[src/rtl/pfe_pkg.sv]
package pfe_pkg;

  typedef enum logic [1:0] {
    FLD_IDLE = 2'd0,
    FLD_SYNC = 2'd1,
    FLD_CMD  = 2'd2,
    FLD_DATA = 2'd3
  } field_e;

  typedef enum logic {
    DIR_RX = 1'b0,
    DIR_TX = 1'b1
  } dir_e;

endpackage

[src/rtl/pfe_timer.sv]
// Frame position: phase within a cycle, cycle within a frame, and strobes.
module pfe_timer
  import pfe_pkg::*;
#(
  parameter int CLKS_PER_CYCLE = 4,
  parameter int CMD_BITS       = 4,
  parameter int DATA_BITS      = 12,
  parameter int SAMPLE_PHASE   = 2,
  localparam int FRAME_CYCLES  = 1 + CMD_BITS + DATA_BITS,
  localparam int PHASE_W       = $clog2(CLKS_PER_CYCLE),
  localparam int CYC_W         = $clog2(FRAME_CYCLES)
) (
  input  logic               clk_i,
  input  logic               rst_ni,
  input  logic               enable_i,
  output logic [PHASE_W-1:0] phase_o,
  output logic [CYC_W-1:0]   cycle_o,
  output field_e             field_o,
  output logic               sample_o,
  output logic               cycle_end_o,
  output logic               cmd_end_o,
  output logic               frame_end_o
);

  localparam logic [PHASE_W-1:0] PH_LAST   = PHASE_W'(CLKS_PER_CYCLE - 1);
  localparam logic [PHASE_W-1:0] PH_SAMPLE = PHASE_W'(SAMPLE_PHASE);
  localparam logic [CYC_W-1:0]   CYC_CMD_L = CYC_W'(CMD_BITS);
  localparam logic [CYC_W-1:0]   CYC_LAST  = CYC_W'(FRAME_CYCLES - 1);

  logic               active_q;
  logic [PHASE_W-1:0] phase_q;
  logic [CYC_W-1:0]   cycle_q;
  logic               run;

  assign run = active_q & enable_i;

  always_ff @(posedge clk_i or negedge rst_ni) begin
    if (!rst_ni) begin
      active_q <= 1'b0;
      phase_q  <= '0;
      cycle_q  <= '0;
    end else if (!enable_i) begin
      active_q <= 1'b0;
      phase_q  <= '0;
      cycle_q  <= '0;
    end else begin
      active_q <= 1'b1;
      if (active_q) begin
        if (phase_q == PH_LAST) begin
          phase_q <= '0;
          cycle_q <= (cycle_q == CYC_LAST) ? '0 : cycle_q + 1'b1;
        end else begin
          phase_q <= phase_q + 1'b1;
        end
      end
    end
  end

  always_comb begin
    if (!active_q)               field_o = FLD_IDLE;
    else if (cycle_q == '0)      field_o = FLD_SYNC;
    else if (cycle_q <= CYC_CMD_L) field_o = FLD_CMD;
    else                         field_o = FLD_DATA;
  end

  assign phase_o     = phase_q;
  assign cycle_o     = cycle_q;
  assign sample_o    = run & (phase_q == PH_SAMPLE);
  assign cycle_end_o = run & (phase_q == PH_LAST);
  assign cmd_end_o   = cycle_end_o & (cycle_q == CYC_CMD_L);
  assign frame_end_o = cycle_end_o & (cycle_q == CYC_LAST);

endmodule

[src/rtl/pfe_shift_in.sv]
// Serial-in, parallel-out capture register, first bit ends up as MSB.
module pfe_shift_in #(
  parameter int WIDTH = 4
) (
  input  logic             clk_i,
  input  logic             rst_ni,
  input  logic             en_i,
  input  logic             bit_i,
  output logic [WIDTH-1:0] q_o
);

  logic [WIDTH-1:0] sh_q;

  always_ff @(posedge clk_i or negedge rst_ni) begin
    if (!rst_ni)   sh_q <= '0;
    else if (en_i) sh_q <= {sh_q[WIDTH-2:0], bit_i};
  end

  assign q_o = sh_q;

endmodule

[src/rtl/pfe_shift_out.sv]
// Parallel-in, serial-out register, MSB presented first.
module pfe_shift_out #(
  parameter int WIDTH = 12
) (
  input  logic             clk_i,
  input  logic             rst_ni,
  input  logic             load_i,
  input  logic [WIDTH-1:0] data_i,
  input  logic             shift_i,
  output logic             bit_o
);

  logic [WIDTH-1:0] sh_q;

  always_ff @(posedge clk_i or negedge rst_ni) begin
    if (!rst_ni)      sh_q <= '1;
    else if (load_i)  sh_q <= data_i;
    else if (shift_i) sh_q <= {sh_q[WIDTH-2:0], 1'b1};
  end

  assign bit_o = sh_q[WIDTH-1];

endmodule

[src/rtl/pfe_pin_ctrl.sv]
// Open-drain drive decision: sync low pulse, or transmit zeros.
module pfe_pin_ctrl
  import pfe_pkg::*;
#(
  parameter int CLKS_PER_CYCLE = 4,
  parameter int SYNC_LOW_CLKS  = 2,
  localparam int PHASE_W       = $clog2(CLKS_PER_CYCLE)
) (
  input  field_e             field_i,
  input  logic [PHASE_W-1:0] phase_i,
  input  dir_e               dir_i,
  input  logic               tx_bit_i,
  output logic               pull_o
);

  localparam logic [PHASE_W-1:0] PH_SYNC_END = PHASE_W'(SYNC_LOW_CLKS);

  logic sync_low;
  logic tx_low;

  assign sync_low = (field_i == FLD_SYNC) & (phase_i < PH_SYNC_END);
  assign tx_low   = (field_i == FLD_DATA) & (dir_i == DIR_TX) & ~tx_bit_i;
  assign pull_o   = sync_low | tx_low;

endmodule

[src/rtl/pin_frame_engine.sv]
module pin_frame_engine
  import pfe_pkg::*;
#(
  parameter int CLKS_PER_CYCLE = 4,
  parameter int CMD_BITS       = 4,
  parameter int DATA_BITS      = 12,
  parameter int SAMPLE_PHASE   = 2,
  parameter int SYNC_LOW_CLKS  = 2
) (
  input  logic                 clk_i,
  input  logic                 rst_ni,
  input  logic                 enable_i,
  input  logic                 data_dir_i,
  input  logic [DATA_BITS-1:0] tx_data_i,
  input  logic                 pin_i,
  output logic                 pin_pull_o,
  output logic [CMD_BITS-1:0]  cmd_o,
  output logic [DATA_BITS-1:0] rx_data_o,
  output logic                 frame_done_o
);

  localparam int FRAME_CYCLES = 1 + CMD_BITS + DATA_BITS;
  localparam int PHASE_W      = $clog2(CLKS_PER_CYCLE);
  localparam int CYC_W        = $clog2(FRAME_CYCLES);

  logic [PHASE_W-1:0]   phase_w;
  logic [CYC_W-1:0]     cycle_w;
  field_e               field_w;
  logic                 sample_w;
  logic                 cycle_end_w;
  logic                 cmd_end_w;
  logic                 frame_end_w;
  logic [CMD_BITS-1:0]  cmd_sr_w;
  logic [DATA_BITS-1:0] rx_sr_w;
  logic                 tx_bit_w;
  dir_e                 dir_q;
  logic [CMD_BITS-1:0]  cmd_q;
  logic [DATA_BITS-1:0] rx_q;
  logic                 done_q;

  pfe_timer #(
    .CLKS_PER_CYCLE(CLKS_PER_CYCLE),
    .CMD_BITS      (CMD_BITS),
    .DATA_BITS     (DATA_BITS),
    .SAMPLE_PHASE  (SAMPLE_PHASE)
  ) u_timer (
    .clk_i      (clk_i),
    .rst_ni     (rst_ni),
    .enable_i   (enable_i),
    .phase_o    (phase_w),
    .cycle_o    (cycle_w),
    .field_o    (field_w),
    .sample_o   (sample_w),
    .cycle_end_o(cycle_end_w),
    .cmd_end_o  (cmd_end_w),
    .frame_end_o(frame_end_w)
  );

  pfe_shift_in #(.WIDTH(CMD_BITS)) u_cmd_sr (
    .clk_i (clk_i),
    .rst_ni(rst_ni),
    .en_i  (sample_w & (field_w == FLD_CMD)),
    .bit_i (pin_i),
    .q_o   (cmd_sr_w)
  );

  pfe_shift_in #(.WIDTH(DATA_BITS)) u_rx_sr (
    .clk_i (clk_i),
    .rst_ni(rst_ni),
    .en_i  (sample_w & (field_w == FLD_DATA)),
    .bit_i (pin_i),
    .q_o   (rx_sr_w)
  );

  pfe_shift_out #(.WIDTH(DATA_BITS)) u_tx_sr (
    .clk_i  (clk_i),
    .rst_ni (rst_ni),
    .load_i (cmd_end_w),
    .data_i (tx_data_i),
    .shift_i(cycle_end_w & (field_w == FLD_DATA)),
    .bit_o  (tx_bit_w)
  );

  pfe_pin_ctrl #(
    .CLKS_PER_CYCLE(CLKS_PER_CYCLE),
    .SYNC_LOW_CLKS (SYNC_LOW_CLKS)
  ) u_pin (
    .field_i (field_w),
    .phase_i (phase_w),
    .dir_i   (dir_q),
    .tx_bit_i(tx_bit_w),
    .pull_o  (pin_pull_o)
  );

  // Direction and command are frozen once the command field closes.
  always_ff @(posedge clk_i or negedge rst_ni) begin
    if (!rst_ni) begin
      dir_q <= DIR_RX;
      cmd_q <= '0;
    end else if (cmd_end_w) begin
      dir_q <= dir_e'(data_dir_i);
      cmd_q <= cmd_sr_w;
    end
  end

  always_ff @(posedge clk_i or negedge rst_ni) begin
    if (!rst_ni) begin
      rx_q   <= '0;
      done_q <= 1'b0;
    end else begin
      done_q <= frame_end_w;
      if (frame_end_w && dir_q == DIR_RX) rx_q <= rx_sr_w;
    end
  end

  assign cmd_o        = cmd_q;
  assign rx_data_o    = rx_q;
  assign frame_done_o = done_q;

endmodule

[config.mk]
export PLATFORM = sky130hd
export DESIGN_NAME = pin_frame_engine
export DESIGN_NICKNAME = d
export VERILOG_FILES = /design/src/rtl/pfe_pkg.sv /design/src/rtl/pfe_timer.sv /design/src/rtl/pfe_shift_in.sv /design/src/rtl/pfe_shift_out.sv /design/src/rtl/pfe_pin_ctrl.sv /design/src/rtl/pin_frame_engine.sv
export SDC_FILE = /design/constraint.sdc
export NUM_CORES = 1
export LEC_CHECK = 0
export ABC_AREA = 0
export CORE_MARGIN = 2
export CORE_UTILIZATION = 30
export CTS_BUF_LIST = sky130_fd_sc_hd__clkbuf_4
export DETAILED_ROUTE_END_ITERATION = 16
export PLACE_DENSITY_LB_ADDON = 0.08
export SYNTH_ARGS = -nofsm -noshare
export SYNTH_HDL_FRONTEND = slang
export SYNTH_SLANG_ARGS = --single-unit
export TNS_END_PERCENT = 30
[constraint.sdc]
create_clock -name clk_i -period 2 [get_ports clk_i]
set_input_delay 0.2 -clock clk_i [delete_from_list [all_inputs] [get_ports clk_i]]
set_output_delay 0.2 -clock clk_i [all_outputs]
set_load 0.02 [all_outputs]
-- Yosys cells after proc, flatten, opt, wreduce, memory -nomap -nowiden
Cells that the tools add are included.
- register bits after elaboration: 54
- input port bits: 17
- logic and storage cells: 54
- $add $sub $neg: 2
- order comparisons: 2
- equal/unequal tests: 9
- multiplexer cells: 13
- bitwise logic cells: 14
- reduce and logical (&&, ||, !) cells: 4
- operator list (operator ; count):
    2-to-1 mux 12 bit ; 2
    2-to-1 mux 5 bit ; 4
    bitwise AND 1 bit ; 11
    2-to-1 mux 2 bit ; 5
    equality test 2 bit, second input constant ; 4
    adder 5 x 1 -> 5 bit, second input constant ; 1
    equality test 5 x 3 -> 1 bit, second input constant ; 1
    equality test 5 bit, second input constant ; 1
    <= comparator 5 x 3 -> 1 bit, second input constant ; 1
    zero test 5 bit ; 1
    inequality test 2 x 1 -> 1 bit, second input constant ; 2
    adder 2 x 1 -> 2 bit, second input constant ; 1
    equality test 2 x 1 -> 1 bit, second input constant ; 1
    < comparator 2 bit, second input constant ; 1
    2-to-1 mux 1 bit ; 2
    NOT 1 bit ; 2
    AND reduction 2 bit ; 1
    nonzero test 2 bit ; 1
    logical AND 1 bit ; 1
    OR 1 bit ; 1

-- Longest topological paths before layout
Gate-level depths: netlist (run 1).
- depth after elaboration: 8
- gate-level depth with buffers: 7
- mapped depth without buffers: 5

-- Hierarchy
A second synthesis (run 1) with hierarchy kept.
- cell total of the unflattened synthesis: 182
- area total of the unflattened synthesis: 2432.3 um^2
- by module, submodules not included (module ; instances ; cells each ; area an instance (um^2)):
    pin_frame_engine ; 1 ; 41 ; 733.2
    pfe_shift_out ; 1 ; 51 ; 559.3
    pfe_timer ; 1 ; 54 ; 490.5
    pfe_shift_in (u_rx_sr) ; 1 ; 25 ; 484.2
    pfe_shift_in (u_cmd_sr) ; 1 ; 8 ; 145.1
    pfe_pin_ctrl ; 1 ; 3 ; 20.0

-- Least setup slack after synthesis (run 1)
No wires, ideal clock.
- path kind: register to output
- start: register u_timer.cycle_q[0] (netlist: u_timer.cycle_o[0])
- end: output pin_pull_o
- data arrival time: 1.621 ns
- data required time: 1.800 ns
- path slack: 0.179 ns
- cell stages (with the launch flop): 8
- cell sequence: dfrtp_1 inv_1 ha_1 buf_2 buf_2 inv_1 a21oi_1 o31ai_1
- cells in the longest elaborated chain, start to end: 8
- ends and longest elaborated chain (element ; line ; RTL):
    start: declaration ; pfe_timer.sv:32 ; logic [CYC_W-1:0] cycle_q;
    start signal: assignment ; pfe_timer.sv:51 ; cycle_q <= (cycle_q == CYC_LAST) ? '0 : cycle_q + 1'b1;
    <= comparator 5 x 3 -> 1 bit ; pfe_timer.sv:62 ; else if (cycle_q <= CYC_CMD_L) field_o = FLD_CMD;
    2-to-1 mux 1 bit ; pfe_timer.sv:62 ;
    2-to-1 mux 2 bit * ; pfe_timer.sv:61 ; else if (cycle_q == '0) field_o = FLD_SYNC;
    2-to-1 mux 2 bit * ; pfe_timer.sv:60 ; if (!active_q) field_o = FLD_IDLE;
    equality test 2 bit ; pfe_pin_ctrl.sv:22 ; assign tx_low = (field_i == FLD_DATA) & (dir_i == DIR_TX) & ~tx_bit_i;
    bitwise AND 1 bit (2 in a row) ; pfe_pin_ctrl.sv:22 ;
    OR 1 bit * ; pfe_pin_ctrl.sv:23 ; assign pull_o = sync_low | tx_low;
    end: declaration ; pin_frame_engine.sv:16 ; output logic pin_pull_o,
Mark *: on every way between the ends. The rest lies on a longest branch, timed or not.

-- Final worst setup path (run 1)
- start: register u_timer.cycle_q[1] (netlist: u_timer.cycle_o[1])
- end: register u_rx_sr.sh_q[10] (netlist: u_rx_sr.q_o[10])
- cells in the longest elaborated chain, start to end: 6
- ends and longest elaborated chain (element ; line ; RTL):
    <= comparator 5 x 3 -> 1 bit ; pfe_timer.sv:62 ;
    2-to-1 mux 1 bit ; pfe_timer.sv:62 ;
    2-to-1 mux 2 bit * ; pfe_timer.sv:61 ;
    2-to-1 mux 2 bit * ; pfe_timer.sv:60 ;
    equality test 2 bit * ; pin_frame_engine.sv:70 ; .en_i (sample_w & (field_w == FLD_DATA)),
    bitwise AND 1 bit * ; pin_frame_engine.sv:70 ;
    end signal: assignment ; pfe_shift_in.sv:16 ; else if (en_i) sh_q <= {sh_q[WIDTH-2:0], bit_i};
    end: declaration ; pfe_shift_in.sv:12 ; logic [WIDTH-1:0] sh_q;
Marks and branches as above.
A chain may end at the register's enable or synchronous reset.

==> impl_results.md, run 1 <==
* # rows at 33
* Worst-path clk slew at around 0.16 ns
* Initial core utilization at between 30% and 40%
* Critical path class: register to register
* Maxcap violations at 0
* CP Capture Type: register
* Clk pwr share at about 28%
* Syn-to-layout area delta at 22.5%
* Antenna viol nets, final at 0
* Number of CTS-inserted buffers at 5
* Worst setup startpoint: u_timer.cycle_o[1]$_DFFE_PN0P_
* Routability cong. at approximately 0.75
* Comb pwr share at 6.9%
* End of the critical path: u_rx_sr.q_o[10]$_DFFE_PN0P_
* Met2 WL post-DR at 2.15 mm
* Post-Route M1 WL at about 2.8 mm
* Commonest cells post-synth: dfrtp_1, a21oi_1, nand2_1
* Final Hold Vio Count at 0
* Post-DP Area at between 3000 and 4000 sq um
* Multi-input logic area at 1080 sq um
* Reg2Reg Depth at 7
* Area share of the largest cell type after synthesis at about two fifths
* Port Buf Inserts at 34
* WL final at ~5.1 mm
* Post-route cell area at 3150 sq um
* Sequential cell area at about 1400 sq um
* Number of iterations in the first detailed-routing pass at 4
* CTS tree: yes
* Layout filler cell count at roughly 820
* Max Root-Sink Buffers at 2
* Internal power at approximately 1.3 mW
* Fin crit period at between 1.5 and 2 ns
* Slew Limit Fails at 0
* Met3 routed WL at between 100 and 150 um
* P per Cell Area at roughly 550 nW/um^2
* Highest routing layer actually used: met4
* R2r startpoint: u_timer.cycle_o[1]$_DFFE_PN0P_
* Routed len/inst at around 14 um
* Post-synth top flop: dfrtp_1
* Leak at roughly 1.4 nW
* Mapped Avg Cell Area at 12.6 sq um
* Critical R2R Capture: u_rx_sr.q_o[10]$_DFFE_PN0P_
* Post-Syn Area at approximately 2600 sq um
* Run status: finished, final reports clean
* Antenna diodes at 0
* Flops & latches, synth at between 50 and 60
* Fraction of layout cells with a size suffix above 1 at ~29%
* Core area at a little over 8000 sq um
* Largest net degree at the start of global routing at 29
* Pre-CTS setup slack at ~0.17 ns
* H-Tree Depth at 2
* Top post-synthesis cells by area: dfrtp_1, dfstp_2, mux2_4, mux2_2, o32a_1
* Die footprint at approximately 9300 sq um
* Via density per instance at ~4.7
* 1st-iter DRT viols at 73
* Final worst slack at just under 0.2 ns
* Switching pwr at around 420 uW
* Final period util at 90.3%
* First-pass GRT wire length at 8.97 mm
* Vias in the first global route at between 1500 and 2000
* Area leader, netlist: dfrtp_1
* Max Clk Rate at about 0.55 GHz
* Die width at 96.6 um
* Setup_tns at 0 ns
* Final net count at ~270
* Die Ht at approximately 97 um
* CTS root buf: clkbuf_4
* Detailed-route via count at 1643
* Slew headroom at between 60% and 70%
* Number of enable flip-flop cells after synthesis at 0
* Number of synthesis warnings at 0
* Initial antenna violation count at 0
* Most frequent cell after synthesis: dfrtp_1
* Ys async rst share at 100%
* Hold Path Class: primary input to async pin
* Setup bufs post-CTS at 0
* Overall Global Routing Usage at 11.7%
* Worst EP required at between 2 and 2.5 ns
* FF-to-FF setup slack at just under 0.2 ns
* CP arrival at around 2.1 ns
* # clock sinks at 54
* Grt ovf at 0
* Worst Max-Slew Pin Slew at approximately 0.54 ns
* Unique masters post-synth at 37
* RSZ-0062 raised after global routing: no
* # DRC at 0
* Clk_skew at about 0.018 ns
* Register area share after synthesis at between 50 and 60%
* Syn nets at roughly 230
* Worst-Skew Late Latency at between 0.3 and 0.4 ns
* Largest fanout on the critical path at 15
* Detailed placement HPWL at between 3 and 4 mm
* Startpoint types: register
* Power share of the sequential group at about 65%
* Finish-stage setup viols at 0
* Sw frac at ~24%
* Max VDD drop at 221 uV
* Cells after synthesis at slightly above 200
* I/O pins at 35
[registers in the layout, summed over array words and instances, names as in the netlist]
register / flops
rx_data_o: 12
u_rx_sr.q_o: 12
u_tx_sr.sh_q: 12
u_timer.cycle_o: 5
cmd_o: 4
u_cmd_sr.q_o: 4
u_timer.phase_o: 2
dir_q: 1
frame_done_o: 1
u_timer.active_q: 1
[critical path: stages, from the launching register on]
cell	delay [ns]
dfrtp_1	0.38
inv_1	0.05
ha_1	0.22
buf_4	0.21
nand2b_1	0.17
a21oi_2	0.19
buf_12	0.16
mux2_2	0.33
[routing by layer]
layer / GRT usage (%) / up-vias
met5: 0 / -
met4: 2.60 / 0
met3: 2.46 / 2
met2: 16.0 / 19
met1: 18.7 / 809
li1: - / 813
[metrics by stage]
stage	hold WS (ns)	total power, mW	cells	utilization [%]
2_1_floorplan	-0.0956	1.20	204	-
3_3_place_gp	0.226	1.28	344	37.4
3_5_place_dp	0.222	1.28	344	37.4
4_1_cts	0.321	1.78	353	38.2
5_1_grt	0.338	1.85	353	38.2
6_report	0.324	1.74	353	38.2
[cell usage in the layout (no fill, tap or decap), types with 6 or more instances in the layout]
cell             instances
mux2_2                  12
buf_4                   12
dfrtp_1                 42
nor2_1                   7
a21oi_1                 17
mux2_1                   6
dfstp_2                 12
clkdlybuf4s50_1         32
inv_1                    7
nand2_1                 17
o32a_1                  11
mux2_4                  15
nor2b_1                 11
[power by group through the flow]
stage	Clock [mW]	Sequential (mW)	Combinational, mW
floorplan	0	1.15	0.0501
global placement	0	1.15	0.125
detailed placement	0	1.15	0.124
CTS	0.524	1.14	0.125
global route	0.571	1.14	0.138
finish	0.489	1.13	0.120
[area by class of cell]
| type | instances | area share, % |
|---|---|---|
| Tap cell | 105 | 4.17 |
| Timing Repair Buffer | 50 | 15.6 |
| Multi-Input combinational cell | 129 | 34.2 |
| Clock buffer | 5 | 1.19 |
| Inverter | 7 | 0.833 |
| Clock inverter | 3 | 0.675 |
| Sequential cell | 54 | 43.3 |
[worst min path at each step]
| stage | start | endpoint | slack, ns |
|---|---|---|---|
| floorplan | rst_ni | cmd_o[0]$_DFFE_PN0P_ | -0.1 |
| global placement | rst_ni | u_timer.cycle_o[4]$_DFFE_PN0P_ | 0.23 |
| detailed placement | rst_ni | u_timer.cycle_o[4]$_DFFE_PN0P_ | 0.22 |
| CTS | rst_ni | frame_done_o$_DFF_PN0_ | 0.32 |
| global route | rst_ni | frame_done_o$_DFF_PN0_ | 0.34 |
| finish | rst_ni | frame_done_o$_DFF_PN0_ | 0.32 |
[cells by family after synthesis]
| kind of cell | synth area share, % |
|---|---|
| xor+xnor | 0.340 |
| mux | 16.6 |
| fa+ha+maj | 1.94 |
| flops | 53.1 |
| simple gates | 13.0 |
| buf+inv | 4.96 |
| compound gates | 10.0 |
[repair_timing]
item                                    CTS  global route
endpoints found under the setup margin    1             1
endpoints found under the hold margin    16             0
hold buffers                              1             0
resized for setup                         1             3
Note: power is estimated with default switching activity, not from simulation.
==> run 2, diff against run 1 <==
Settings changed: CAP_MARGIN set to 20, PLACE_DENSITY_LB_ADDON 0.08 to 0.15.
==> run 2 against run 1 <==
Effect of this change:
- critical path depth unchanged
- largest cell class unchanged
- core utilization grew 0.11 points
- clock power grew 30%
- combinational power about the same
- cell area up 0.28%
- cell count decreased by 0.28%
==> impl_results.md, run 2 (same netlist as run 1, synthesis figures left out) <==
* Antenna viol nets, final at 0
* Port Buf Inserts at 34
* # DRC at 0
* Startpoint types: register
* Setup bufs post-CTS at 0
* Maxcap violations at 0
* Hold Path Class: primary input to async pin
* Worst Max-Slew Pin Slew at ~0.51 ns
* Sw frac at between 20% and 30%
* Finish-stage setup viols at 0
* # rows at 33
* RSZ-0062 raised after global routing: no
* Most common cell after layout, fill and taps aside: dfrtp_1
* Core area at around 8300 sq um
* WL final at roughly 4.8 mm
* CTS tree: yes
* Max Clk Rate at roughly 0.54 GHz
* Worst-path clk slew at 0.16 ns
* Switching pwr at 435 uW
* Number of iterations in the first detailed-routing pass at 4
* H-Tree Depth at 2
* Fin crit period at between 1.5 and 2 ns
* Final period util at between 90% and 100%
* Via density per instance at roughly 4.6
* Slew Limit Fails at 0
* Comb pwr share at under 10%
* Largest net degree at the start of global routing at 23
* CP Capture Type: register
* Syn-to-layout area delta at 22.8%
* CTS root buf: clkbuf_4
* 1st-iter DRT viols at 57
* Slew headroom at approximately 66%
* Detailed placement HPWL at 3.44 mm
* Die Ht at between 90 and 100 um
* Clk_skew at ~0.0066 ns
* Power share of the sequential group at 60.0%
* Grt ovf at 0
* Die footprint at between 9000 and 10000 sq um
* Fraction of layout cells with a size suffix above 1 at 29.1%
* Most frequent cells in the layout: dfrtp_1, clkdlybuf4s50_1, a21oi_1, nand2_1, mux2_4
* I/O pins at 35
* Detailed-route via count at 1622
* Routed len/inst at ~14 um
* Largest fanout on the critical path at 12
* Worst EP required at between 2 and 2.5 ns
* Final Hold Vio Count at 0
* Pre-CTS setup slack at 0.0910 ns
* Initial core utilization at 31.2%
* Critical path class: register to register
* Worst-Skew Late Latency at 0.38 ns
* Die width at approximately 97 um
* Internal power at 1.45 mW
* Antenna diodes at 0
* Vias in the first global route at roughly 1800
* Clk pwr share at 33.6%
* Final net count at between 200 and 300
* Leak at around 1.4 nW
* Setup_tns at 0 ns
* First-pass GRT wire length at between 8 and 9 mm
* Worst hold slack at 0.305 ns
* Run status: finished, final reports clean
* Max VDD drop at 330 uV
* Max Root-Sink Buffers at 2
* Initial antenna violation count at 0
* # clock sinks at 54
* CP arrival at ~2.1 ns
* Number of CTS-inserted buffers at 5
* P per Cell Area at between 500 and 600 nW/um^2
* Routability cong. at a little over 0.7
* Final worst slack at about 0.15 ns
* Overall Global Routing Usage at 11.0%
[run 2: path summary, 6_finish.rpt]
path                                                     start                              to  slack [ns]  depth (start not counted)
worst max register to register  u_timer.cycle_o[0]$_DFFE_PN0P_        rx_data_o[1]$_DFFE_PN0P_        0.15                          7
worst min-delay path                                    rst_ni  u_timer.cycle_o[2]$_DFFE_PN0P_        0.30                          2
max in group asynchronous                               rst_ni     u_tx_sr.sh_q[1]$_DFFE_PN1P_        1.02                          3
worst min register to register     u_cmd_sr.q_o[3]$_DFFE_PN0P_     u_cmd_sr.q_o[3]$_DFFE_PN0P_        0.51                          1
min in group clk_i                                    enable_i      u_timer.active_q$_DFF_PN0_        0.40                          1
worst max-delay path            u_timer.cycle_o[0]$_DFFE_PN0P_        rx_data_o[1]$_DFFE_PN0P_        0.15                          7
[run 2: power by group through the flow]
stage          registers, mW  logic (mW)  clock network (mW)
2_1_floorplan           1.15      0.0501                   0
3_3_place_gp            1.15       0.123                   0
3_5_place_dp            1.15       0.124                   0
4_1_cts                 1.13       0.124               0.670
5_1_grt                 1.14       0.137               0.707
6_report                1.13       0.120               0.635
[run 2: through the flow]
step	utilization [%]	area [sq um]	total power, mW	instances
global placement	37.2	3070	1.27	343
finish	38.3	3160	1.89	352
detailed placement	37.2	3070	1.27	343
CTS	38.3	3160	1.93	352
floorplan	-	2570	1.20	204
global route	38.3	3160	1.98	352
[run 2: area by class of cell]
cell class / count / area [sq um]
Fill cell: 820 / 5100
Clock buffer: 5 / 37.5
Tap cell: 105 / 131
Inverter: 7 / 26.3
Multi-Input combinational cell: 129 / 1080
Sequential cell: 54 / 1370
Clock inverter: 3 / 47.5
Timing Repair Buffer: 49 / 470
[run 2: worst max-delay path, cell delays in order (launching register included)]
cell	delay [ns]
dfrtp_1	0.44
inv_1	0.09
ha_2	0.21
buf_4	0.14
nand4bb_2	0.18
nor3_4	0.19
buf_12	0.18
mux2_2	0.33
[run 2: routing by layer]
| layer | wire [um] | track usage (%) | vias up |
|---|---|---|---|
| met5 | 0 | 0 | - |
| met4 | 73 | 3.58 | 0 |
| met1 | 2400 | 15.5 | 777 |
| li1 | - | - | 814 |
| met3 | 153 | 2.10 | 7 |
| met2 | 2210 | 17.0 | 24 |
[run 2: what timing repair did]
| item | CTS | global route |
|---|---|---|
| pin swaps | 0 | 1 |
| gates cloned | 0 | 0 |
| endpoints found under the hold margin | 14 | 0 |
| endpoints found under the setup margin | 1 | 1 |
| hold buffers | 1 | 0 |
| resized for setup | 5 | 1 |
